$ cat src/rtl/bcc_pkg.sv
package bcc_pkg;

    typedef enum logic [2:0] {
        ST_INTA    = 3'b000,
        ST_IORD    = 3'b001,
        ST_IOWR    = 3'b010,
        ST_HALT    = 3'b011,
        ST_FETCH   = 3'b100,
        ST_MEMRD   = 3'b101,
        ST_MEMWR   = 3'b110,
        ST_PASSIVE = 3'b111
    } bus_status_e;

    typedef enum logic [1:0] {
        PH_IDLE  = 2'd0,
        PH_LATCH = 2'd1,
        PH_EARLY = 2'd2,
        PH_LATE  = 2'd3
    } phase_e;

    localparam int NUM_CMD   = 7;
    localparam int CMD_MRD   = 0;
    localparam int CMD_MWR   = 1;
    localparam int CMD_AMW   = 2;
    localparam int CMD_IORD  = 3;
    localparam int CMD_IOWR  = 4;
    localparam int CMD_AIOW  = 5;
    localparam int CMD_INTA  = 6;
    localparam logic [NUM_CMD-1:0] IO_SIDE_MASK = 7'b111_1000;

    typedef struct packed {
        logic is_idle;
        logic mem_rd;
        logic mem_wr;
        logic io_rd;
        logic io_wr;
        logic int_ack;
        logic is_write;
        logic io_path;
        logic has_cmd;
    } decode_t;

    typedef struct packed {
        phase_e  phase;
        decode_t kind;
        logic    dir;
    } seq_t;

endpackage

$ cat src/rtl/bcc_decode.sv
module bcc_decode
    import bcc_pkg::*;
(
    input  logic [2:0] status,
    output decode_t    dec
);
    always_comb begin
        dec = '0;
        unique case (bus_status_e'(status))
            ST_INTA:  begin dec.int_ack = 1'b1; dec.io_path = 1'b1; dec.has_cmd = 1'b1; end
            ST_IORD:  begin dec.io_rd   = 1'b1; dec.io_path = 1'b1; dec.has_cmd = 1'b1; end
            ST_IOWR:  begin dec.io_wr   = 1'b1; dec.io_path = 1'b1; dec.has_cmd = 1'b1;
                            dec.is_write = 1'b1; end
            ST_HALT:  ;
            ST_FETCH: begin dec.mem_rd  = 1'b1; dec.has_cmd = 1'b1; end
            ST_MEMRD: begin dec.mem_rd  = 1'b1; dec.has_cmd = 1'b1; end
            ST_MEMWR: begin dec.mem_wr  = 1'b1; dec.has_cmd = 1'b1; dec.is_write = 1'b1; end
            default:  dec.is_idle = 1'b1;
        endcase
    end
endmodule

$ cat src/rtl/bcc_sequencer.sv
module bcc_sequencer
    import bcc_pkg::*;
(
    input  logic       clk,
    input  logic       rst_n,
    input  logic [2:0] status,
    output phase_e     phase_q,
    output decode_t    kind_q,
    output logic       dir_q,
    output logic       idle_now
);
    decode_t dec;
    seq_t    s_d, s_q;

    bcc_decode u_dec (.status(status), .dec(dec));

    assign idle_now = dec.is_idle;

    always_comb begin
        s_d = s_q;
        if (dec.is_idle) begin
            s_d.phase = PH_IDLE;
        end else begin
            unique case (s_q.phase)
                PH_IDLE: begin
                    s_d.phase = PH_LATCH;
                    s_d.kind  = dec;
                    s_d.dir   = dec.is_write;
                end
                PH_LATCH: s_d.phase = PH_EARLY;
                default:  s_d.phase = PH_LATE;
            endcase
        end
    end

    always_ff @(posedge clk or negedge rst_n) begin
        if (!rst_n) s_q <= '{phase: PH_IDLE, kind: '0, dir: 1'b0};
        else        s_q <= s_d;
    end

    assign phase_q = s_q.phase;
    assign kind_q  = s_q.kind;
    assign dir_q   = s_q.dir;

    // the latch state lasts a single clock
    a_r2_latch_once: assert property (@(posedge clk) disable iff (!rst_n)
        (s_q.phase == PH_LATCH) |=> (s_q.phase != PH_LATCH));

    // direction only moves when a cycle has just begun
    a_r5_dir_hold: assert property (@(posedge clk) disable iff (!rst_n)
        (s_q.phase != PH_LATCH) |-> $stable(s_q.dir));
endmodule

$ cat src/rtl/bcc_grant_timer.sv
module bcc_grant_timer #(
    parameter int GRANT_DELAY = 3
) (
    input  logic clk,
    input  logic rst_n,
    input  logic addr_en_n,
    output logic granted
);
    localparam int CW = (GRANT_DELAY > 0) ? $clog2(GRANT_DELAY + 1) : 1;
    localparam logic [CW-1:0] LIMIT = CW'(GRANT_DELAY);

    logic [CW-1:0] cnt_d, cnt_q;

    always_comb begin
        cnt_d = cnt_q;
        if (addr_en_n)           cnt_d = '0;
        else if (cnt_q != LIMIT) cnt_d = cnt_q + 1'b1;
    end

    always_ff @(posedge clk or negedge rst_n) begin
        if (!rst_n) cnt_q <= '0;
        else        cnt_q <= cnt_d;
    end

    assign granted = !addr_en_n && (cnt_q == LIMIT);

    generate
        if (GRANT_DELAY > 0) begin : g_settle_chk
            // a grant that has just arrived is not yet usable
            a_r7_settle: assert property (@(posedge clk) disable iff (!rst_n)
                (!addr_en_n && $past(addr_en_n)) |-> !granted);
        end
    endgenerate
endmodule

$ cat src/rtl/bus_cmd_ctrl.sv
module bus_cmd_ctrl
    import bcc_pkg::*;
#(
    parameter int GRANT_DELAY = 3
) (
    input  logic       clk,
    input  logic       rst_n,
    input  logic [2:0] status,
    input  logic       addr_en_n,
    input  logic       cmd_en,
    input  logic       io_bus_mode,
    output logic       mem_rd_n,
    output logic       mem_wr_n,
    output logic       adv_mem_wr_n,
    output logic       io_rd_n,
    output logic       io_wr_n,
    output logic       adv_io_wr_n,
    output logic       int_ack_n,
    output logic [6:0] cmd_oe,
    output logic       addr_strobe,
    output logic       data_en,
    output logic       xmit_dir,
    output logic       periph_en
);
    phase_e  phase_q;
    decode_t kind_q;
    logic    dir_q, idle_now, granted;
    logic    live, early, late, mem_ok, io_ok, io_route;
    logic [NUM_CMD-1:0] act;

    bcc_sequencer u_seq (
        .clk(clk), .rst_n(rst_n), .status(status),
        .phase_q(phase_q), .kind_q(kind_q), .dir_q(dir_q), .idle_now(idle_now)
    );

    bcc_grant_timer #(.GRANT_DELAY(GRANT_DELAY)) u_grant (
        .clk(clk), .rst_n(rst_n), .addr_en_n(addr_en_n), .granted(granted)
    );

    always_comb begin
        live     = cmd_en && !idle_now;
        early    = (phase_q == PH_EARLY) || (phase_q == PH_LATE);
        late     = (phase_q == PH_LATE);
        mem_ok   = granted;
        io_ok    = io_bus_mode || granted;
        io_route = io_bus_mode && kind_q.io_path;

        act           = '0;
        act[CMD_MRD]  = live && early && kind_q.mem_rd  && mem_ok;
        act[CMD_MWR]  = live && late  && kind_q.mem_wr  && mem_ok;
        act[CMD_AMW]  = live && early && kind_q.mem_wr  && mem_ok;
        act[CMD_IORD] = live && early && kind_q.io_rd   && io_ok;
        act[CMD_IOWR] = live && late  && kind_q.io_wr   && io_ok;
        act[CMD_AIOW] = live && early && kind_q.io_wr   && io_ok;
        act[CMD_INTA] = live && early && kind_q.int_ack && io_ok;
    end

    generate
        for (genvar i = 0; i < NUM_CMD; i++) begin : g_oe
            if (IO_SIDE_MASK[i]) begin : g_io_side
                assign cmd_oe[i] = io_bus_mode || !addr_en_n;
            end else begin : g_mem_side
                assign cmd_oe[i] = !addr_en_n;
            end
        end
    endgenerate

    assign mem_rd_n     = !act[CMD_MRD];
    assign mem_wr_n     = !act[CMD_MWR];
    assign adv_mem_wr_n = !act[CMD_AMW];
    assign io_rd_n      = !act[CMD_IORD];
    assign io_wr_n      = !act[CMD_IOWR];
    assign adv_io_wr_n  = !act[CMD_AIOW];
    assign int_ack_n    = !act[CMD_INTA];

    assign addr_strobe = (phase_q == PH_LATCH);
    assign xmit_dir    = dir_q;
    assign data_en     = live && early && kind_q.has_cmd && !io_route;
    assign periph_en   = live && early && io_route;

    // idle status keeps every strobe high
    a_r1_idle_quiet: assert property (@(posedge clk) disable iff (!rst_n)
        (status == 3'b111) |-> (&{mem_rd_n, mem_wr_n, adv_mem_wr_n, io_rd_n,
                                   io_wr_n, adv_io_wr_n, int_ack_n}));

    // a normal write strobe is always covered by its early strobe
    a_r4_write_inside_adv: assert property (@(posedge clk) disable iff (!rst_n)
        (!mem_wr_n |-> !adv_mem_wr_n) and (!io_wr_n |-> !adv_io_wr_n));

    // a transceiver enable never coincides with the latch pulse
    a_r5_den_after_dir: assert property (@(posedge clk) disable iff (!rst_n)
        addr_strobe |-> (!data_en && !periph_en));

    // command enable low mutes every command output
    a_r6_cen_mute: assert property (@(posedge clk) disable iff (!rst_n)
        !cmd_en |-> (&{mem_rd_n, mem_wr_n, adv_mem_wr_n, io_rd_n, io_wr_n,
                      adv_io_wr_n, int_ack_n} && !data_en && !periph_en));

    // withdrawn grant in shared-bus mode releases all drivers
    a_r8_release: assert property (@(posedge clk) disable iff (!rst_n)
        (addr_en_n && !io_bus_mode) |-> (cmd_oe == '0));

    // in shared-bus mode no strobe is low without the grant
    a_r7_wait_grant: assert property (@(posedge clk) disable iff (!rst_n)
        (addr_en_n && !io_bus_mode) |-> (&{mem_rd_n, mem_wr_n, adv_mem_wr_n,
                                            io_rd_n, io_wr_n, adv_io_wr_n, int_ack_n}));
endmodule

$ cat config.mk
export PLATFORM = sky130hd
export DESIGN_NAME = bus_cmd_ctrl
export DESIGN_NICKNAME = d
export VERILOG_FILES = /design/src/rtl/bcc_pkg.sv /design/src/rtl/bcc_decode.sv /design/src/rtl/bcc_sequencer.sv /design/src/rtl/bcc_grant_timer.sv /design/src/rtl/bus_cmd_ctrl.sv
export SDC_FILE = /design/constraint.sdc
export NUM_CORES = 1
export LEC_CHECK = 0
export ABC_AREA = 1
export BUFFER_PORTS_ARGS = -buffer_cell sky130_fd_sc_hd__clkbuf_2
export CAP_MARGIN = 20
export CORE_MARGIN = 1
export CORE_UTILIZATION = 25
export DETAILED_ROUTE_END_ITERATION = 10
export PLACE_DENSITY = 0.46
export SYNTH_ARGS = -nofsm -noshare
export SYNTH_HDL_FRONTEND = slang
export SYNTH_SLANG_ARGS = --single-unit
$ cat constraint.sdc
create_clock -name clk -period 1.35 [get_ports clk]
set_input_delay 0.0675 -clock clk [delete_from_list [all_inputs] [get_ports clk]]
set_output_delay 0.0675 -clock clk [all_outputs]
set_load 0.005 [all_outputs]
==> flow_summary_export.csv <==
group,metric,value,unit
cells_and_area,post-route-util,35.1,%
critical_path,criticalPathCategory,"reg2out",
clock_network,clk_path_buf_depth,2,
critical_path,cp.arrival,1.27,ns
timing,period_share,99.4,%
critical_path,r2r-end,"u_seq.kind_q[4]",
cells_and_area,nets,121,
min_path,hold-path-endpoint,"u_seq.kind_q[1]",
cells_and_area,finalInstanceArea,861,um^2
power_and_ir_drop,clkPwrFrac,23.9,%
power_and_ir_drop,net-switching-power,0.000285,W
floorplanning,die_x,52.8,um
global_routing,gr-usage-all-layers,12.5,%
power_and_ir_drop,switching_share,31.1,%
power_and_ir_drop,pwr-share-comb,23.8,%
floorplanning,rows,18,
timing,holdWs,0.0518,ns
critical_path,critPathLaunchType,"flip-flop",
placement,pre_cts_ws,0.246,ns
power_and_ir_drop,finalPower,0.000918,W
clock_network,clockRootBuffer,"clkbuf_4",
clock_network,cts.sinks,12,
detailed_routing,drc_errors,0,
power_and_ir_drop,peakVddDrop,549,uV
global_routing,grt_max_degree,13,
clock_network,clock_latency,0.27,ns
yosys,ys_types,17,
placement,dp_hpwl,1.12,mm
yosys,netlist_instances,84,
detailed_routing,drt-initial-drc-count,11,
detailed_routing,dr.pass1.iters,4,
yosys,synth_nets,93,
timing,hold_viol,0,
placement,portBuffers,25,
critical_path,crit_start,"u_grant.cnt_q[0]",
timing,finalClockSkew,0.00275,ns
critical_path,r2r_slack,0.22,ns
floorplanning,dieArea,2790,um^2
floorplanning,io_pins,26,
run,maxCapViolations,0,
timing,period_minus_slack,1.34,ns
yosys,ys_seq_elements,12,
min_path,hold_class,"in2reg",
timing,setup_ws,0.00789,ns
placement,globalplace.congestion,0.740,
detailed_routing,vias_per_cell,4.44,
cells_and_area,multi_input_area,300,um^2
timing,drv_slew,0,
clock_network,path_clk_slew,0.07,ns
timing,setup_violations,0,
clock_network,cts_buffers,3,
detailed_routing,vias,621,
cells_and_area,fillCellCount,281,
critical_path,reg2reg_depth,4,
detailed_routing,wl_per_cell,10.3,um
power_and_ir_drop,leakagePower,0.452,nW
cells_and_area,drive_above_1_share,40.0,%
detailed_routing,finalWirelength,1.45,mm
detailed_routing,antenna_left,0,
critical_path,crit_fanout,4,
timing,rsz0062_at_grt,"true",
timing,max_slew_margin,79.8,%
power_and_ir_drop,pwr_density_cell,1070,nW/um^2
yosys,yosysSeqAreaShare,46.5,%
floorplanning,coreArea,2450,um^2
min_path,hold_depth,2,
global_routing,grt_pass1_vias,544,
global_routing,grt.overflow.total,0,
global_routing,grt_pass1_wl,2.39,mm
critical_path,critPathRequiredTime,1.28,ns
cells_and_area,area_delta_synth_final,33.3,%
global_routing,antenna_found_initial,0,
min_path,hold_start,"status[2]",
yosys,netlist_area,646,um^2
clock_network,htree_levels,1,
clock_network,cts_tree,"built",
yosys,synth_warnings,0,
outcome,status,"completed",
yosys,syn-mean-instance-area,7.69,um^2
timing,fmax,745,MHz
cells_and_area,regArea,302,um^2
cells_and_area,n_antenna_cell,0,
floorplanning,dieHeight,52.8,um
critical_path,cp-end-kind,"output pin",
power_and_ir_drop,intPower,0.000632,W
power_and_ir_drop,power_frac_seq,52.3,%
placement,place_area,771,um^2
critical_path,reg2reg_from,"u_seq.phase_q[1]",
timing,worst_pin_slew,0.303,ns
floorplanning,initial_utilization,26.3,%
==> worst max path at each step <==
stage / endpoint / slack (ns) / depth (start not counted)
floorplan: u_grant.cnt_q[0] / 0.40 / 5
global placement: io_wr_n / 0.26 / 5
detailed placement: io_wr_n / 0.25 / 5
CTS: io_rd_n / 0.003 / 5
global route: io_wr_n / -0.04 / 5
finish: io_wr_n / 0.008 / 5
==> critical path, cell delays in order (launching register included) <==
cell	delay (ns)
dfrtp_1	0.41
ha_4	0.17
nand2_4	0.08
a21oi_4	0.16
nand3_1	0.08
clkbuf_2	0.12
==> routing by layer <==
layer	global-route usage, %	up-vias	wire length [um]
met5	0	-	0
met4	7.89	0	34
met3	3.48	5	78
met2	17.9	18	653
met1	16.2	290	679
li1	-	308	-
==> flip-flops by register name, indices dropped and copies added, names as in the netlist <==
register and cells:
u_seq.dir_q 1, u_grant.cnt_q 2, u_seq.kind_q 7, u_seq.phase_q 2
==> what timing repair did <==
action / 4_1_cts / 5_1_grt
setup buffers: 0 / 2
hold buffers: 1 / 0
pin swaps: 1 / 4
resized for setup: 2 / 9
hold endpoints to repair: 12 / 0
setup endpoints to repair: 5 / 7
==> synthesized netlist by cell type <==
library cell / n / area share (%)
a21oi_1: 1 / 0.77
buf_4: 5 / 5.8
clkinv_1: 1 / 0.58
dfrtp_1: 12 / 47
ha_1: 1 / 1.9
inv_1: 9 / 5.2
inv_2: 3 / 1.7
nand2_1: 27 / 16
nand2_2: 1 / 0.97
nand2_4: 1 / 1.7
nand3_1: 9 / 7.0
nand3_2: 1 / 1.6
nand3b_1: 1 / 1.2
nor2_1: 5 / 2.9
nor2_4: 1 / 1.7
o21ai_0: 1 / 0.77
o21ai_1: 5 / 3.9
==> layout make-up <==
class / count / share of cell area (%)
multi-input combinational: 54 / 34.9
timing repair buffer: 28 / 17.4
tap: 30 / 4.36
inverter: 13 / 5.67
clock buffer: 3 / 2.62
sequential: 12 / 35.0
==> through the flow <==
step / std cells / setup TNS, ns
finish: 140 / 0
global route: 140 / -0.105
CTS: 138 / 0
detailed placement: 134 / 0
global placement: 134 / 0
floorplan: 84 / 0
==> power groups by stage <==
stage / clock network, W / logic [W] / registers [W]
finish: 0.000219 / 0.000219 / 0.000480
global route: 0.000244 / 0.000259 / 0.000491
CTS: 0.000229 / 0.000196 / 0.000475
detailed placement: 0 / 0.000190 / 0.000482
global placement: 0 / 0.000188 / 0.000481
floorplan: 0 / 0.000127 / 0.000472
==> cell families after synthesis <==
group / synth area share (%)
adder cells (fa/ha/maj): 1.94
buffers and inverters: 13.4
AO/OA/AOI/OAI: 5.42
flip-flops: 46.5
AND/OR/NAND/NOR: 32.8
==> placed cells by master (no fill, tap or decap) <==
master and n:
nand2_1 25, clkbuf_2 24, dfrtp_1 11, inv_1 9
nand3_1 8, o21ai_1 5, nor2_1 4, inv_2 3
clkbuf_4 3, nand3_2 2, nand2_2 2, nand2_4 2
buf_4 2, clkinv_1 1, nor2_2 1, a21oi_4 1
o21ai_0 1, nor2_4 1, nand3b_1 1, ha_4 1
dlygate4sd3_1 1, buf_2 1, dfrtp_2 1
(Power assumes the default switching activity.)
